### src/rtl/isp_pkg.sv
package isp_pkg;
  localparam int unsigned WORD_W = 32;

  typedef enum logic [2:0] {
    ST_HOLD,
    ST_PULSE,
    ST_SETTLE,
    ST_ENTER,
    ST_IDLE,
    ST_XFER
  } isp_state_e;
endpackage

### src/rtl/isp_phase_timer.sv
module isp_phase_timer #(
  parameter int unsigned HALF_CYC = 4
) (
  input  logic clk_i,
  input  logic rst_ni,
  input  logic en_i,
  output logic tick_o
);
  localparam int unsigned CW = $clog2(HALF_CYC + 1);

  logic [CW-1:0] cnt_q;

  assign tick_o = en_i && (cnt_q == CW'(HALF_CYC - 1));

  always_ff @(posedge clk_i or negedge rst_ni) begin
    if (!rst_ni)                cnt_q <= '0;
    else if (!en_i || tick_o)   cnt_q <= '0;
    else                        cnt_q <= cnt_q + 1'b1;
  end

  assert_cnt_bound_R5: assert property (@(posedge clk_i) disable iff (!rst_ni)
    cnt_q < CW'(HALF_CYC));
endmodule

### src/rtl/isp_shift_engine.sv
module isp_shift_engine #(
  parameter int unsigned HALF_CYC = 4,
  parameter int unsigned W        = 32
) (
  input  logic         clk_i,
  input  logic         rst_ni,
  input  logic         go_i,
  input  logic [W-1:0] tx_i,
  input  logic         miso_i,
  output logic         sck_o,
  output logic         mosi_o,
  output logic [W-1:0] rx_o,
  output logic         fin_o
);
  localparam int unsigned BW = $clog2(W);

  logic          active_q, sck_q, fin_q, tick;
  logic [BW-1:0] bit_q;
  logic [W-1:0]  tx_q, rx_q;

  isp_phase_timer #(.HALF_CYC(HALF_CYC)) u_timer (
    .clk_i (clk_i),
    .rst_ni(rst_ni),
    .en_i  (active_q),
    .tick_o(tick)
  );

  always_ff @(posedge clk_i or negedge rst_ni) begin
    if (!rst_ni) begin
      active_q <= 1'b0;
      sck_q    <= 1'b0;
      fin_q    <= 1'b0;
      bit_q    <= '0;
      tx_q     <= '0;
      rx_q     <= '0;
    end else begin
      fin_q <= 1'b0;
      if (go_i && !active_q) begin
        active_q <= 1'b1;
        tx_q     <= tx_i;
        bit_q    <= '0;
        sck_q    <= 1'b0;
      end else if (tick) begin
        if (!sck_q) begin
          // sample on the last low cycle, then raise
          rx_q  <= {rx_q[W-2:0], miso_i};
          sck_q <= 1'b1;
        end else begin
          sck_q <= 1'b0;
          tx_q  <= {tx_q[W-2:0], 1'b0};
          if (bit_q == BW'(W - 1)) begin
            active_q <= 1'b0;
            fin_q    <= 1'b1;
          end else begin
            bit_q <= bit_q + 1'b1;
          end
        end
      end
    end
  end

  assign sck_o  = sck_q;
  assign mosi_o = active_q & tx_q[W-1];
  assign rx_o   = rx_q;
  assign fin_o  = fin_q;

  assert_mosi_stable_R6: assert property (@(posedge clk_i) disable iff (!rst_ni)
    sck_o |-> $stable(mosi_o));
  assert_go_when_idle_R10: assert property (@(posedge clk_i) disable iff (!rst_ni)
    go_i |-> !active_q);
  assert_fin_low_sck_R7: assert property (@(posedge clk_i) disable iff (!rst_ni)
    fin_o |-> !sck_o);
endmodule

### src/rtl/isp_spi_sequencer.sv
module isp_spi_sequencer
  import isp_pkg::*;
#(
  parameter int unsigned    SYS_KHZ     = 200000,
  parameter int unsigned    TGT_KHZ     = 16000,
  parameter int unsigned    SETTLE_US   = 20000,
  parameter logic [31:0]    ENABLE_WORD = 32'hAC53_0000
) (
  input  logic        clk_i,
  input  logic        rst_ni,
  input  logic        start_i,
  input  logic [31:0] cmd_i,
  output logic        done_o,
  output logic [31:0] rdata_o,
  output logic        busy_o,
  output logic        out_of_sync_o,
  output logic        tgt_rst_o,
  output logic        sck_o,
  output logic        mosi_o,
  input  logic        miso_i
);
  localparam int unsigned     MIN_TGT   = (TGT_KHZ >= 12000) ? 3 : 2;
  localparam int unsigned     HALF_CYC  = (MIN_TGT * SYS_KHZ) / TGT_KHZ + 1;
  localparam longint unsigned PULSE_CYC = (64'(2) * SYS_KHZ + TGT_KHZ - 1) / TGT_KHZ;
  localparam longint unsigned SETTLE_RAW = (64'(SETTLE_US) * SYS_KHZ) / 1000;
  localparam longint unsigned SETTLE_CYC = (SETTLE_RAW > 0) ? SETTLE_RAW : 1;
  localparam longint unsigned DLY_MAX   = (PULSE_CYC > SETTLE_CYC) ? PULSE_CYC : SETTLE_CYC;
  localparam int unsigned     DW        = $clog2(DLY_MAX + 1);

  isp_state_e      state_q;
  logic [DW-1:0]   dly_q, dly_lim;
  logic            dly_done, timed, go, fin, sync_ok, oos_q;
  logic [WORD_W-1:0] tx_word, rx_word;

  assign timed    = (state_q == ST_HOLD) || (state_q == ST_PULSE) || (state_q == ST_SETTLE);
  assign dly_lim  = (state_q == ST_SETTLE) ? DW'(SETTLE_CYC - 1) : DW'(PULSE_CYC - 1);
  assign dly_done = timed && (dly_q == dly_lim);
  assign go       = ((state_q == ST_SETTLE) && dly_done) || ((state_q == ST_IDLE) && start_i);
  assign tx_word  = (state_q == ST_IDLE) ? cmd_i : ENABLE_WORD;
  // target echoes byte 1 while byte 2 is shifting
  assign sync_ok  = rx_word[15:8] == ENABLE_WORD[23:16];

  always_ff @(posedge clk_i or negedge rst_ni) begin
    if (!rst_ni)       dly_q <= '0;
    else if (!timed || dly_done) dly_q <= '0;
    else               dly_q <= dly_q + 1'b1;
  end

  always_ff @(posedge clk_i or negedge rst_ni) begin
    if (!rst_ni) begin
      state_q <= ST_HOLD;
      oos_q   <= 1'b0;
    end else begin
      unique case (state_q)
        ST_HOLD:   if (dly_done) state_q <= ST_PULSE;
        ST_PULSE:  if (dly_done) state_q <= ST_SETTLE;
        ST_SETTLE: if (dly_done) state_q <= ST_ENTER;
        ST_ENTER: if (fin) begin
          oos_q   <= !sync_ok;
          state_q <= sync_ok ? ST_IDLE : ST_HOLD;
        end
        ST_IDLE:   if (start_i) state_q <= ST_XFER;
        ST_XFER:   if (fin) state_q <= ST_IDLE;
        default:   state_q <= ST_HOLD;
      endcase
    end
  end

  isp_shift_engine #(.HALF_CYC(HALF_CYC), .W(WORD_W)) u_engine (
    .clk_i (clk_i),
    .rst_ni(rst_ni),
    .go_i  (go),
    .tx_i  (tx_word),
    .miso_i(miso_i),
    .sck_o (sck_o),
    .mosi_o(mosi_o),
    .rx_o  (rx_word),
    .fin_o (fin)
  );

  assign tgt_rst_o     = (state_q == ST_PULSE);
  assign busy_o        = (state_q != ST_IDLE);
  assign done_o        = (state_q == ST_XFER) && fin;
  assign rdata_o       = rx_word;
  assign out_of_sync_o = oos_q;

  assert_rst_sck_low_R2: assert property (@(posedge clk_i) disable iff (!rst_ni)
    tgt_rst_o |-> !sck_o);
  assert_oos_only_busy_R8: assert property (@(posedge clk_i) disable iff (!rst_ni)
    !busy_o |-> !out_of_sync_o);
  assert_done_single_R10: assert property (@(posedge clk_i) disable iff (!rst_ni)
    done_o |=> !done_o);
  assert_idle_after_done_R10: assert property (@(posedge clk_i) disable iff (!rst_ni)
    done_o |=> !busy_o);
  assert_rst_pulse_entry_R8: assert property (@(posedge clk_i) disable iff (!rst_ni)
    $rose(tgt_rst_o) |-> !sck_o && !mosi_o);
endmodule

### config.mk
export PLATFORM = sky130hd
export DESIGN_NAME = isp_spi_sequencer
export DESIGN_NICKNAME = d
export VERILOG_FILES = /design/src/rtl/isp_pkg.sv /design/src/rtl/isp_phase_timer.sv /design/src/rtl/isp_shift_engine.sv /design/src/rtl/isp_spi_sequencer.sv
export SDC_FILE = /design/constraint.sdc
export NUM_CORES = 1
export LEC_CHECK = 0
export ABC_AREA = 1
export BUFFER_PORTS_ARGS = -buffer_cell sky130_fd_sc_hd__buf_2
export CAP_MARGIN = 0
export CORE_MARGIN = 2
export CORE_UTILIZATION = 30
export CTS_CLUSTER_SIZE = 20
export DETAILED_ROUTE_END_ITERATION = 10
export HOLD_SLACK_MARGIN = 0.1
export SLEW_MARGIN = 20
export SYNTH_ARGS = -nofsm -noshare
export SYNTH_HDL_FRONTEND = slang
export SYNTH_SLANG_ARGS = --single-unit
### constraint.sdc
create_clock -name clk_i -period 2.5 [get_ports clk_i]
set_input_delay 0.125 -clock clk_i [delete_from_list [all_inputs] [get_ports clk_i]]
set_output_delay 0.125 -clock clk_i [all_outputs]
set_load 0.02 [all_outputs]
Yosys cells after proc, flatten, opt, wreduce, memory -nomap -nowiden --
Index checks and enable logic that the tools add are counted.
Storage, ports and cells: word-level logic and storage cells 87, register bits 104, output and inout port bits 38, bits of input ports 36
Cells by class: bitwise gates (word level) 3, multiplexer cells 30, equality and inequality tests 17, add/sub/neg operators 3, reduce and logical (&&, ||, !) cells 24
Operators by type and width (count):
- 32-bit two-way mux | 4
- 22-bit two-way mux | 2
- 22-bit by 1-bit adder with 22-bit output (second input constant) | 1
- 22-bit == test | 1
- 3-bit two-way mux | 7
- 5-bit two-way mux | 4
- 3-bit case mux with 6 select lines | 1
- 1-bit two-way mux | 11
- 3-bit AND reduction | 3
- 8-bit by 7-bit == test with 1-bit output (second input constant) | 1
- 2-bit by 1-bit != test with 1-bit output (second input constant) | 4
- 6-bit by 1-bit adder with 6-bit output (second input constant) | 1
- 3-bit by 2-bit == test with 1-bit output (second input constant) | 2
- 3-bit == test (second input constant) | 2
- 6-bit == test (second input constant) | 1
- 1-bit logical AND | 6
- 6-bit two-way mux | 1
- 2-bit != test (second input constant) | 3
- 6-bit AND reduction | 1
- 2-bit nonzero test | 3
- 5-bit by 1-bit adder with 5-bit output (second input constant) | 1
- 5-bit == test (second input constant) | 1
- 1-bit logical OR | 5
- 2-bit AND reduction | 2
- 6 further kinds | 9

Logic depth before layout (Yosys ltp) --
Gate-level depths: netlist of run 1.
word-level depth 9, depth in mapped cells 13, gate-level depth less buffers 12

Modules after synthesis --
A second synthesis of run 1 with hierarchy kept.
Unflattened totals: cells, all modules 673, area, all modules 5355.1 µm²
By module, submodules not included:
- isp_shift_engine | area each 3143.0 µm², seq. area each 1801.7 µm², times used 1, cells each 358
- isp_spi_sequencer | area each 1891.8 µm², seq. area each 650.6 µm², times used 1, cells each 278
- isp_phase_timer | area each 320.3 µm², seq. area each 150.1 µm², times used 1, cells each 37

Least setup slack after synthesis of run 1 --
Ideal clock, no wire load.
path kind register -> register, from register u_engine.u_timer.cnt_q[1], to register u_engine.tx_q[10], arrival 1543 ps, required time 2383 ps, library setup time 117 ps, buffers on the path 1, stages on the path, launching flop included 13, clock period less this slack 1660 ps, path slack 840 ps, cells stage by stage dfrtp_1 > inv_1 > ha_1 > nand2_1 > inv_1 > nand4_1 > nor2_1 > nand2_1 > inv_2 > clkbuf_1 > nand2_1 > nand3_1 > nand2_1
On the way: word-level cells in the longest chain between the ends 4
Ends and longest elaborated chain:
- start: declaration | RTL line isp_phase_timer.sv:11 | logic [CW-1:0] cnt_q;
- start signal: assignment | RTL line isp_phase_timer.sv:18 | else cnt_q <= cnt_q + 1'b1;
- 6-bit == test | RTL line isp_phase_timer.sv:13 | assign tick_o = en_i && (cnt_q == CW'(HALF_CYC - 1));
- 1-bit logical AND | RTL line isp_phase_timer.sv:13
- 2-bit nonzero test (no line)
- 2-bit AND reduction (no line)
- end signal: assignment | RTL line isp_shift_engine.sv:40 | tx_q <= tx_i;
- end signal: assignment | RTL line isp_shift_engine.sv:50 | tx_q <= {tx_q[W-2:0], 1'b0};
- end: declaration | RTL line isp_shift_engine.sv:19 | logic [W-1:0] tx_q, rx_q;
No other way between the ends. A chain may end at the register's enable or synchronous reset.

Worst setup path after layout of run 1 --
from register u_engine.u_timer.cnt_q[1], to register u_engine.tx_q[30]
Same word-level chain as after synthesis.

==> out/results.ini, run 1 <==
[placed_design]
gp_congestion = 0.825
place_ws_ns = 0.431
dp_hpwl_um = 8080
portBuffers = 73
place_area_um2 = 5850

[timing]
layout_worst_path_cycle_share_pct = 82.2
rsz0062_at_grt = no
slew_viol_final = 0
hold_viol = 0
hold-worst-slack_ns = 0.162
max_slew.worst_pin.slew_ns = 0.656
relSlewSlack_pct = 56.2
setup_ws_ns = 0.445
final.setup.tns_ns = 0
fmax_mhz = 487
fin_crit_ns = 2.06
fin_skew_ns = 0.0114
setup_viol_count_final = 0

[global_routing]
grt_pass1_wl_um = 19900
antenna_found_initial = 0
overflow = 0
grt_pass1_vias = 4124
grt_max_degree = 65
grtUsageTotal_pct = 13.6

[worst_setup_path]
cp-end-kind = register
r2r_setup_slack_ns = 0.44
required_ns = 2.75
path_cells = inv_1, ha_1, nand2_1, inv_1, nand4_1, nor2_1, nand2_1, or2_2, nand3_1, nand2_1
critPathKind = reg -> reg
rr_endpoint = u_engine.tx_q[30]$_DFFE_PN0P_
cp_max_fo = 21
rr_worst_depth = 10
r2r-start = u_engine.u_timer.cnt_q[1]$_DFF_PN0_
cp-start-kind = register
worstPathArrival_ns = 2.30
cp_slowest_cell = or2_2
slowest_delay_ns = 0.45
cpMostUsedCell = nand2_1

[final_layout]
layout-drive-gt1-share_pct = 17.3
final_common_cell = nand2_1
final_cell_mix = nand2_1, dfrtp_1, nand3_1
diodes = 0
nets = 806
fin_area_um2 = 6420
fin_util_pct = 37.4
area_growth_pct = 22.4

[route]
drc = 0
routed_wl_um = 11900
drtIter0Drc = 268
drtPass1Iterations = 4
dr_total_vias = 4419
vias_per_cell = 4.44
ant_nets = 0
wl_per_cell_um = 11.9

[run]
cap_viol_max_count = 0

[power_and_ir_drop]
leakagePower_nw = 3.25
p_switching_w = 0.000883
clockPowerShare_pct = 41.6
ir_worst_vdd_uv = 365
swShare_pct = 25.2
seq_power_share_pct = 48.8
comb_power_share_pct = 9.6
power_density_nw_per_um2 = 546
p_int_w = 0.00262

[yosys]
synth_seq_area_share_pct = 49.7
synthCells = 671
synthesis.area_um2 = 5240
synth-seq-cells = 104
synth_warnings = 0
synth_ff_type = dfrtp_1
yosys.area.top_type = dfrtp_1
yosys.area.top_type_share_pct = 49.7
synthTopCellsByArea = dfrtp_1, nand2_1, nand3_1
ys_types = 35
synth_edf_count = 0
syn_area_per_cell_um2 = 7.81
synth-async-reset-ratio_pct = 100
syn-num-nets = 712

[floorplan]
die-area_um2 = 18500
coreArea_um2 = 17200
die_h_um = 136
fp.dieW_um = 136
ios = 74
initial_core_util_pct = 30.5
row_count = 48

[clock_network]
post-cts-setup-buffer-count = 0
clock_path_buffers = 2
cts_made_buffers = 9
ctsResizeCount = 0
cts_hold_buf = 26
cts-root-buf = clkbuf_16
cts_tree = built
clock_latency_ns = 0.36
cts.sinks = 104
h-tree-depth = 3
path_clk_slew_ns = 0.08

[hold_path]
worstHoldPathType = in -> reg
holdPathEnd = u_engine.tx_q[16]$_DFFE_PN0P_
min_from = cmd_i[16]
holdPathStages = 6

[run_status]
status = completed

==> cells in the mapped netlist (2+ instances only) <==
library cell,number
a21oi_1,7
and3_1,2
buf_1,2
buf_2,13
buf_4,3
buf_6,2
clkbuf_1,5
dfrtp_1,104
ha_1,5
inv_1,78
inv_2,4
nand2_1,192
nand2_2,3
nand2_4,3
nand3_1,82
nand4_1,8
nor2_1,61
nor2_2,4
nor3_1,12
nor3b_1,6
o21ai_0,26
o21ai_1,8
or2_2,17
xnor2_1,3
xor2_1,11
==> metrics by stage <==
step | std cells | total power [W]
detailed placement | 953 | 0.00205
global placement | 953 | 0.00205
global route | 995 | 0.00368
finish | 995 | 0.00350
floorplan | 671 | 0.00195
CTS | 995 | 0.00357
==> power by group through the flow <==
| stage | clock network [W] | logic [W] | registers [W] |
|---|---|---|---|
| 3_5_place_dp | 0 | 0.000309 | 0.00174 |
| 5_1_grt | 0.00159 | 0.000381 | 0.00171 |
| 3_3_place_gp | 0 | 0.000309 | 0.00174 |
| 6_report | 0.00146 | 0.000335 | 0.00171 |
| 2_1_floorplan | 0 | 0.000224 | 0.00172 |
| 4_1_cts | 0.00152 | 0.000341 | 0.00171 |
==> state kept, by name, indices dropped and copies added, names as in the netlist <==
signal and cells:
dly_q 22, out_of_sync_o 1, state_q 3, u_engine.active_q 1, u_engine.bit_q 5, u_engine.fin_o 1, u_engine.rx_o 32, u_engine.sck_o 1
u_engine.tx_q 32, u_engine.u_timer.cnt_q 6
==> critical path: cells and delay by family, from the launching register on <==
kind | cells | cell delay (ns)
adders and majority gates | 1 | 0.13
buffers and inverters | 2 | 0.10
DFF | 1 | 0.40
and+or+nand+nor | 7 | 1.32
==> layer usage <==
| metal | global-route usage (%) | share of wire (%) | vias up |
|---|---|---|---|
| met5 | 0 | 0 | - |
| met1 | 18.6 | 50 | 2053 |
| met4 | 4.40 | 1.3 | 0 |
| met3 | 4.03 | 4.3 | 12 |
| li1 | - | - | 2293 |
| met2 | 20.6 | 45 | 61 |
==> final cells by class <==
class | instances | area, µm²
Sequential cell | 104 | 2600
Tap cell | 225 | 282
Multi-Input combinational cell | 458 | 2190
Timing Repair Buffer | 109 | 728
Clock inverter | 5 | 63.8
Fill cell | 1816 | 10800
Clock buffer | 11 | 243
Inverter | 83 | 312
==> cells by family (layout without fill, tap and decap cells) <==
kind of cell / count (synthesis) / in the layout / share of synthesized area, %
AOI/OAI and AO/OA: 44 / 44 / 4.54
xor gates and xnor gates: 14 / 14 / 2.34
adders and majority gates: 5 / 5 / 1.19
buffers and inverters: 109 / 208 / 8.64
DFF: 104 / 104 / 49.7
and+or+nand+nor: 395 / 395 / 33.6
==> how the worst max path moves through the flow <==
stage / endpoint / start / slack (ns)
after global routing: u_engine.tx_q[11]$_DFFE_PN0P_ / u_engine.u_timer.cnt_q[1]$_DFF_PN0_ / 0.22
after detailed placement: u_engine.tx_q[28]$_DFFE_PN0P_ / u_engine.u_timer.cnt_q[1]$_DFF_PN0_ / 0.43
after CTS: u_engine.tx_q[28]$_DFFE_PN0P_ / u_engine.u_timer.cnt_q[1]$_DFF_PN0_ / 0.41
after global placement: u_engine.tx_q[30]$_DFFE_PN0P_ / u_engine.u_timer.cnt_q[1]$_DFF_PN0_ / 0.50
final: u_engine.tx_q[30]$_DFFE_PN0P_ / u_engine.u_timer.cnt_q[1]$_DFF_PN0_ / 0.44
after floorplan: u_engine.tx_q[10]$_DFFE_PN0P_ / u_engine.u_timer.cnt_q[1]$_DFF_PN0_ / 0.84
(Power assumes the default switching activity.)
==> run 2, diff against run 1 <==
Clock period 2.5 ns to 2.1 ns, I/O delays scaled along.
==> out/results.ini, run 2 (synthesis gave the netlist of run 1 again) <==
[run_status]
status = completed

[final_layout]
nets = 811  ; +0.62%
register_area_um2 = 2600  ; unchanged
layout-drive-gt1-share_pct = 17.9  ; +0.66 points
multiInputGateArea_um2 = 2190  ; unchanged
nFillCells = 1835  ; +1.0%
final_cells = 1001  ; +0.60%
final_cell_mix = nand2_1, dfrtp_1, nand3_1
final_common_cell = nand2_1
area_growth_pct = 23.5
fin_area_um2 = 6470  ; +0.86%

[clock_network]
clock_path_buffers = 2  ; unchanged
cts_tree = built
post-cts-setup-buffer-count = 0  ; unchanged
clock_latency_ns = 0.36  ; about the same
cts_made_buffers = 9  ; unchanged
h-tree-depth = 3  ; unchanged
cts-root-buf = clkbuf_16
cts.sinks = 104  ; unchanged
path_clk_slew_ns = 0.08  ; about the same

[worst_setup_path]
crit_buf_inv = 0  ; -2
cp-end-kind = register
rr_worst_depth = 8  ; -2
cp.depth = 8  ; -2
critPathTopFamily = simple AND/OR/NAND/NOR gates
cp_slowest_cell = dfrtp_1
worstPathArrival_ns = 2.06  ; -0.24 ns
slowest_delay_ns = 0.44  ; about the same
cp-start-kind = register
critPathKind = reg -> reg
required_ns = 2.35  ; -0.40 ns
cp_max_fo = 36  ; +71%
path_cells = nor2_1, nand2_1, nor2_1, nand3_2, nand2_4, nand2_4, nand3_1, nand2_1

[route]
routed_wl_um = 11900  ; +0.66%
wl_per_cell_um = 11.9  ; about the same
drtPass1Iterations = 4  ; unchanged
vias_per_cell = 4.43  ; -0.26%
drc = 0  ; unchanged
ant_nets = 0  ; unchanged
dr_total_vias = 4434  ; +0.34%
drtIter0Drc = 286  ; +6.7%

[global_routing]
overflow = 0  ; unchanged
grt_max_degree = 60  ; -7.7%
grtUsageTotal_pct = 13.5  ; -0.079 points
antenna_found_initial = 1  ; +1
grt_pass1_vias = 4168  ; +1.1%
grt_pass1_wl_um = 19900  ; unchanged

[floorplan]
die-area_um2 = 18500  ; unchanged
die_h_um = 136  ; unchanged
ios = 74  ; unchanged
row_count = 48  ; unchanged
coreArea_um2 = 17200  ; unchanged
fp.dieW_um = 136  ; unchanged
initial_core_util_pct = 30.5  ; unchanged

[timing]
setup_viol_count_final = 0  ; unchanged
fin_crit_ns = 1.81  ; -0.245 ns
setup_ws_ns = 0.290  ; -0.155 ns
fmax_mhz = 553  ; +14%
slew_viol_final = 0  ; unchanged
final.setup.tns_ns = 0  ; unchanged
fin_skew_ns = 0.00801  ; -0.00342 ns
rsz0062_at_grt = no
relSlewSlack_pct = 47.9  ; -8.2 points
max_slew.worst_pin.slew_ns = 0.781  ; +0.125 ns
layout_worst_path_cycle_share_pct = 86.2  ; +4.0 points
hold_viol = 0  ; unchanged

[power_and_ir_drop]
p_total_w = 0.00417  ; +19%
ir_worst_vdd_uv = 463  ; +27%
power_density_nw_per_um2 = 644  ; +18%
leakagePower_nw = 3.29  ; +1.0%

[placed_design]
place_area_um2 = 5900  ; +0.86%
place_ws_ns = 0.291  ; -0.140 ns
gp_congestion = 0.803  ; -2.7%
portBuffers = 73  ; unchanged
dp_hpwl_um = 8160  ; +1.1%
post-place-cells = 958  ; +0.52%

[hold_path]
worstHoldPathType = in -> reg
holdPathStages = 6  ; unchanged

[run]
cap_viol_max_count = 0  ; unchanged

[run 2: final cells by class]
| class | count | share of cell area, % |
|---|---|---|
| Multi-Input combinational cell | 458 | 33.8 |
| Tap cell | 225 | 4.35 |
| Inverter | 83 | 4.81 |
| Timing Repair Buffer | 114 | 12.0 |
| Clock inverter | 7 | 1.30 |
| Antenna cell | 1 | 0.0387 |
| Clock buffer | 9 | 3.48 |
| Sequential cell | 104 | 40.2 |
[run 2: what timing repair did]
item / CTS / global route
hold endpoints to repair: 80 / 0
gates resized for setup: 0 / 0
hold buffers: 26 / 0
endpoints found under the setup margin: 0 / 0
[run 2: tightest hold or removal path: stages]
cell	delay, ns
buf_2	0.08
or2_2	0.09
nand3_1	0.06
nand2_1	0.05
inv_1	0.03
nand2_1	0.04
[run 2: routing by layer]
metal / GRT usage, % / part of all wire [%] / up-vias
met2: 20.9 / 45 / 75
met1: 18.2 / 48 / 2041
li1: - / - / 2299
met4: 4.63 / 2.0 / 0
met5: 0 / 0 / -
met3: 3.73 / 4.6 / 19
[run 2: path summary, 6_finish.rpt]
kind | endpoint | from | slack [ns]
min in group asynchronous | u_engine.tx_q[12]$_DFFE_PN0P_ | rst_ni | 0.37
min | u_engine.tx_q[17]$_DFFE_PN0P_ | cmd_i[17] | 0.14
min reg2reg | out_of_sync_o$_DFFE_PN0P_ | u_engine.fin_o$_DFF_PN0_ | 0.44
max in group asynchronous | u_engine.rx_o[11]$_DFFE_PN0P_ | rst_ni | 1.03
max | u_engine.tx_q[1]$_DFFE_PN0P_ | dly_q[12]$_DFF_PN0_ | 0.29
max reg2reg | u_engine.tx_q[1]$_DFFE_PN0P_ | dly_q[12]$_DFF_PN0_ | 0.29
[run 2: through the flow]
stage	hold slack (ns)	utilization, %
finish	0.142	37.7
global route	0.184	37.7
CTS	0.130	37.7
detailed placement	0.243	34.3
global placement	0.241	34.3
floorplan	-0.191	-
[run 2: where the power goes]
| group | switching (W) | internal, W | leakage, nW | total [W] |
|---|---|---|---|---|
| Clock | 0.000856 | 0.000857 | 0.151 | 0.00171 |
| Sequential | 0.0000249 | 0.00201 | 1.38 | 0.00204 |
| Combinational | 0.000263 | 0.000158 | 1.75 | 0.000422 |
| Total | 0.00114 | 0.00303 | 3.29 | 0.00417 |
==> run 3, diff against run 2 <==
--- a/config.mk
+++ b/config.mk
@@ -11,4 +11,5 @@
 export CORE_MARGIN = 2
 export CORE_UTILIZATION = 30
+export CTS_CLUSTER_DIAMETER = 60
 export CTS_CLUSTER_SIZE = 20
 export DETAILED_ROUTE_END_ITERATION = 10
==> constraint.sdc (replaced) <==
create_clock -name clk_i -period 2.1 [get_ports clk_i]
set_input_delay 0.105 -clock clk_i [delete_from_list [all_inputs] [get_ports clk_i]]
set_output_delay 0.105 -clock clk_i [all_outputs]
set_load 0.1 [all_outputs]
==> out/results.ini, run 3 (synthesis gave the netlist of run 1 again) <==
[worst_setup_path]
required_ns = 2.35  ; about the same
path_cells = inv_1, ha_1, nand2_1, inv_1, nand4_1, nor2_1, nand2_1, buf_12, inv_2, buf_4, nand2_1, nand3_1, nand2_1
slowest_delay_ns = 0.40  ; -0.04 ns
cp_max_fo = 22  ; -39%
cp-start-kind = register
startpoint = u_engine.u_timer.cnt_q[1]$_DFF_PN0_
rr_endpoint = u_engine.tx_q[19]$_DFFE_PN0P_
crit_buf_inv = 5  ; +5
cp-end-kind = register
critPathTopFamily = simple AND/OR/NAND/NOR gates
cp.depth = 13  ; +5
critPathKind = reg -> reg
cp_slowest_cell = dfrtp_1
r2r-start = u_engine.u_timer.cnt_q[1]$_DFF_PN0_
worstPathArrival_ns = 2.03  ; -0.03 ns
worstSetupEndpoint = u_engine.tx_q[19]$_DFFE_PN0P_
cpMostUsedCell = nand2_1
r2r_setup_slack_ns = 0.32  ; +0.03 ns
rr_worst_depth = 13  ; +5

[timing]
fmax_mhz = 563  ; +1.9%
hold_viol = 0  ; unchanged
fin_skew_ns = 0.00886  ; +0.000851 ns
relSlewSlack_pct = 64.4  ; +16 points
slew_viol_final = 0  ; unchanged
rsz0062_at_grt = no
setup_viol_count_final = 0  ; unchanged
final.setup.tns_ns = 0  ; unchanged
setup_ws_ns = 0.323  ; +0.0329 ns
layout_worst_path_cycle_share_pct = 84.6  ; -1.6 points
fin_crit_ns = 1.78  ; -0.0329 ns
max_slew.worst_pin.slew_ns = 0.534  ; -0.247 ns

[route]
vias_per_cell = 4.38  ; -1.1%
wl_per_cell_um = 11.8  ; -0.94%
drtIter0Drc = 207  ; -28%
ant_nets = 0  ; unchanged
dr_total_vias = 4381  ; -1.2%
drtPass1Iterations = 4  ; unchanged
routed_wl_um = 11800  ; -1.0%
drc = 0  ; unchanged

[floorplan]
die-area_um2 = 18500  ; unchanged
coreArea_um2 = 17200  ; unchanged
initial_core_util_pct = 30.5  ; unchanged
ios = 74  ; unchanged
row_count = 48  ; unchanged
fp.dieW_um = 136  ; unchanged
die_h_um = 136  ; unchanged

[final_layout]
nets = 811  ; unchanged
final_common_cell = nand2_1
diodes = 0  ; -1
final_cell_mix = nand2_1, dfrtp_1, nand3_1
layout-drive-gt1-share_pct = 18.1  ; +0.13 points
final_cells = 1000  ; -0.10%
area_growth_pct = 24.2

[power_and_ir_drop]
ir_worst_vdd_uv = 444  ; -4.2%
leakagePower_nw = 3.31  ; +0.66%
power_density_nw_per_um2 = 664  ; +3.0%
p_total_w = 0.00432  ; +3.6%

[clock_network]
cts_tree = built
clock_path_buffers = 2  ; unchanged
cts_made_buffers = 9  ; unchanged
post-cts-setup-buffer-count = 0  ; unchanged
h-tree-depth = 3  ; unchanged
cts-root-buf = clkbuf_16
path_clk_slew_ns = 0.08  ; about the same
clock_latency_ns = 0.35  ; about the same
cts.sinks = 104  ; unchanged

[placed_design]
gp_congestion = 0.826  ; +2.9%
post-place-cells = 958  ; unchanged
dp_hpwl_um = 8350  ; +2.3%
portBuffers = 73  ; unchanged
place_ws_ns = 0.303  ; +0.0122 ns

[global_routing]
grt_pass1_vias = 4129  ; -0.94%
overflow = 0  ; unchanged
antenna_found_initial = 0  ; -1
grtUsageTotal_pct = 13.2  ; -0.27 points
grt_pass1_wl_um = 19600  ; -1.7%
grt_max_degree = 49  ; -18%

[hold_path]
worstHoldPathType = in -> reg
holdPathStages = 6  ; unchanged

[run_status]
status = completed

[run]
cap_viol_max_count = 0  ; unchanged

==> run 3: area by class of cell <==
class	count	area, µm²
clock buffer	10	239
clock inverter	6	85.1
inverter	83	312
fill	1822	10700
multi-input combinational	458	2200
sequential	104	2600
tap	225	282
timing repair buffer	114	791
==> run 3: what timing repair did <==
action | CTS | global route
resized for setup | 0 | 0
hold buffers | 26 | 0
hold endpoints to repair | 63 | 0
==> run 3: how the worst min path moves through the flow <==
stage / from / to
floorplan: rst_ni / dly_q[0]$_DFF_PN0_
global placement: rst_ni / u_engine.tx_q[11]$_DFFE_PN0P_
detailed placement: rst_ni / u_engine.tx_q[11]$_DFFE_PN0P_
CTS: cmd_i[16] / u_engine.tx_q[16]$_DFFE_PN0P_
global route: cmd_i[26] / u_engine.tx_q[26]$_DFFE_PN0P_
finish: cmd_i[16] / u_engine.tx_q[16]$_DFFE_PN0P_
==> run 3: routing by layer <==
| metal | global-route usage [%] | share of wire [%] | vias to the layer above |
|---|---|---|---|
| met4 | 5.61 | 2.2 | 0 |
| met1 | 18.3 | 49 | 1987 |
| met5 | 0 | 0 | - |
| li1 | - | - | 2301 |
| met3 | 2.83 | 4.7 | 17 |
| met2 | 20.0 | 44 | 76 |
==> run 3: through the flow <==
step | hold slack, ns | utilization (%) | area (µm²)
finish | 0.143 | 37.9 | 6510
global route | 0.184 | 37.9 | 6510
CTS | 0.135 | 37.9 | 6510
detailed placement | 0.136 | 34.5 | 5920
global placement | 0.133 | 34.5 | 5920
floorplan | -0.191 | - | 5250
==> run 3: power by group <==
part           internal [W]  switching [W]
clock              0.000991       0.000808
sequential          0.00201      0.0000257
combinational      0.000156       0.000329
==> run 3: worst register-to-register path, cell delays in order, from the launching register on <==
cell and delay [ns]:
dfrtp_1 0.40, inv_1 0.06, ha_1 0.13, nand2_1 0.05, inv_1 0.05, nand4_1 0.08, nor2_1 0.18, nand2_1 0.12
buf_12 0.17, inv_2 0.08, buf_4 0.17, nand2_1 0.07, nand3_1 0.08, nand2_1 0.06
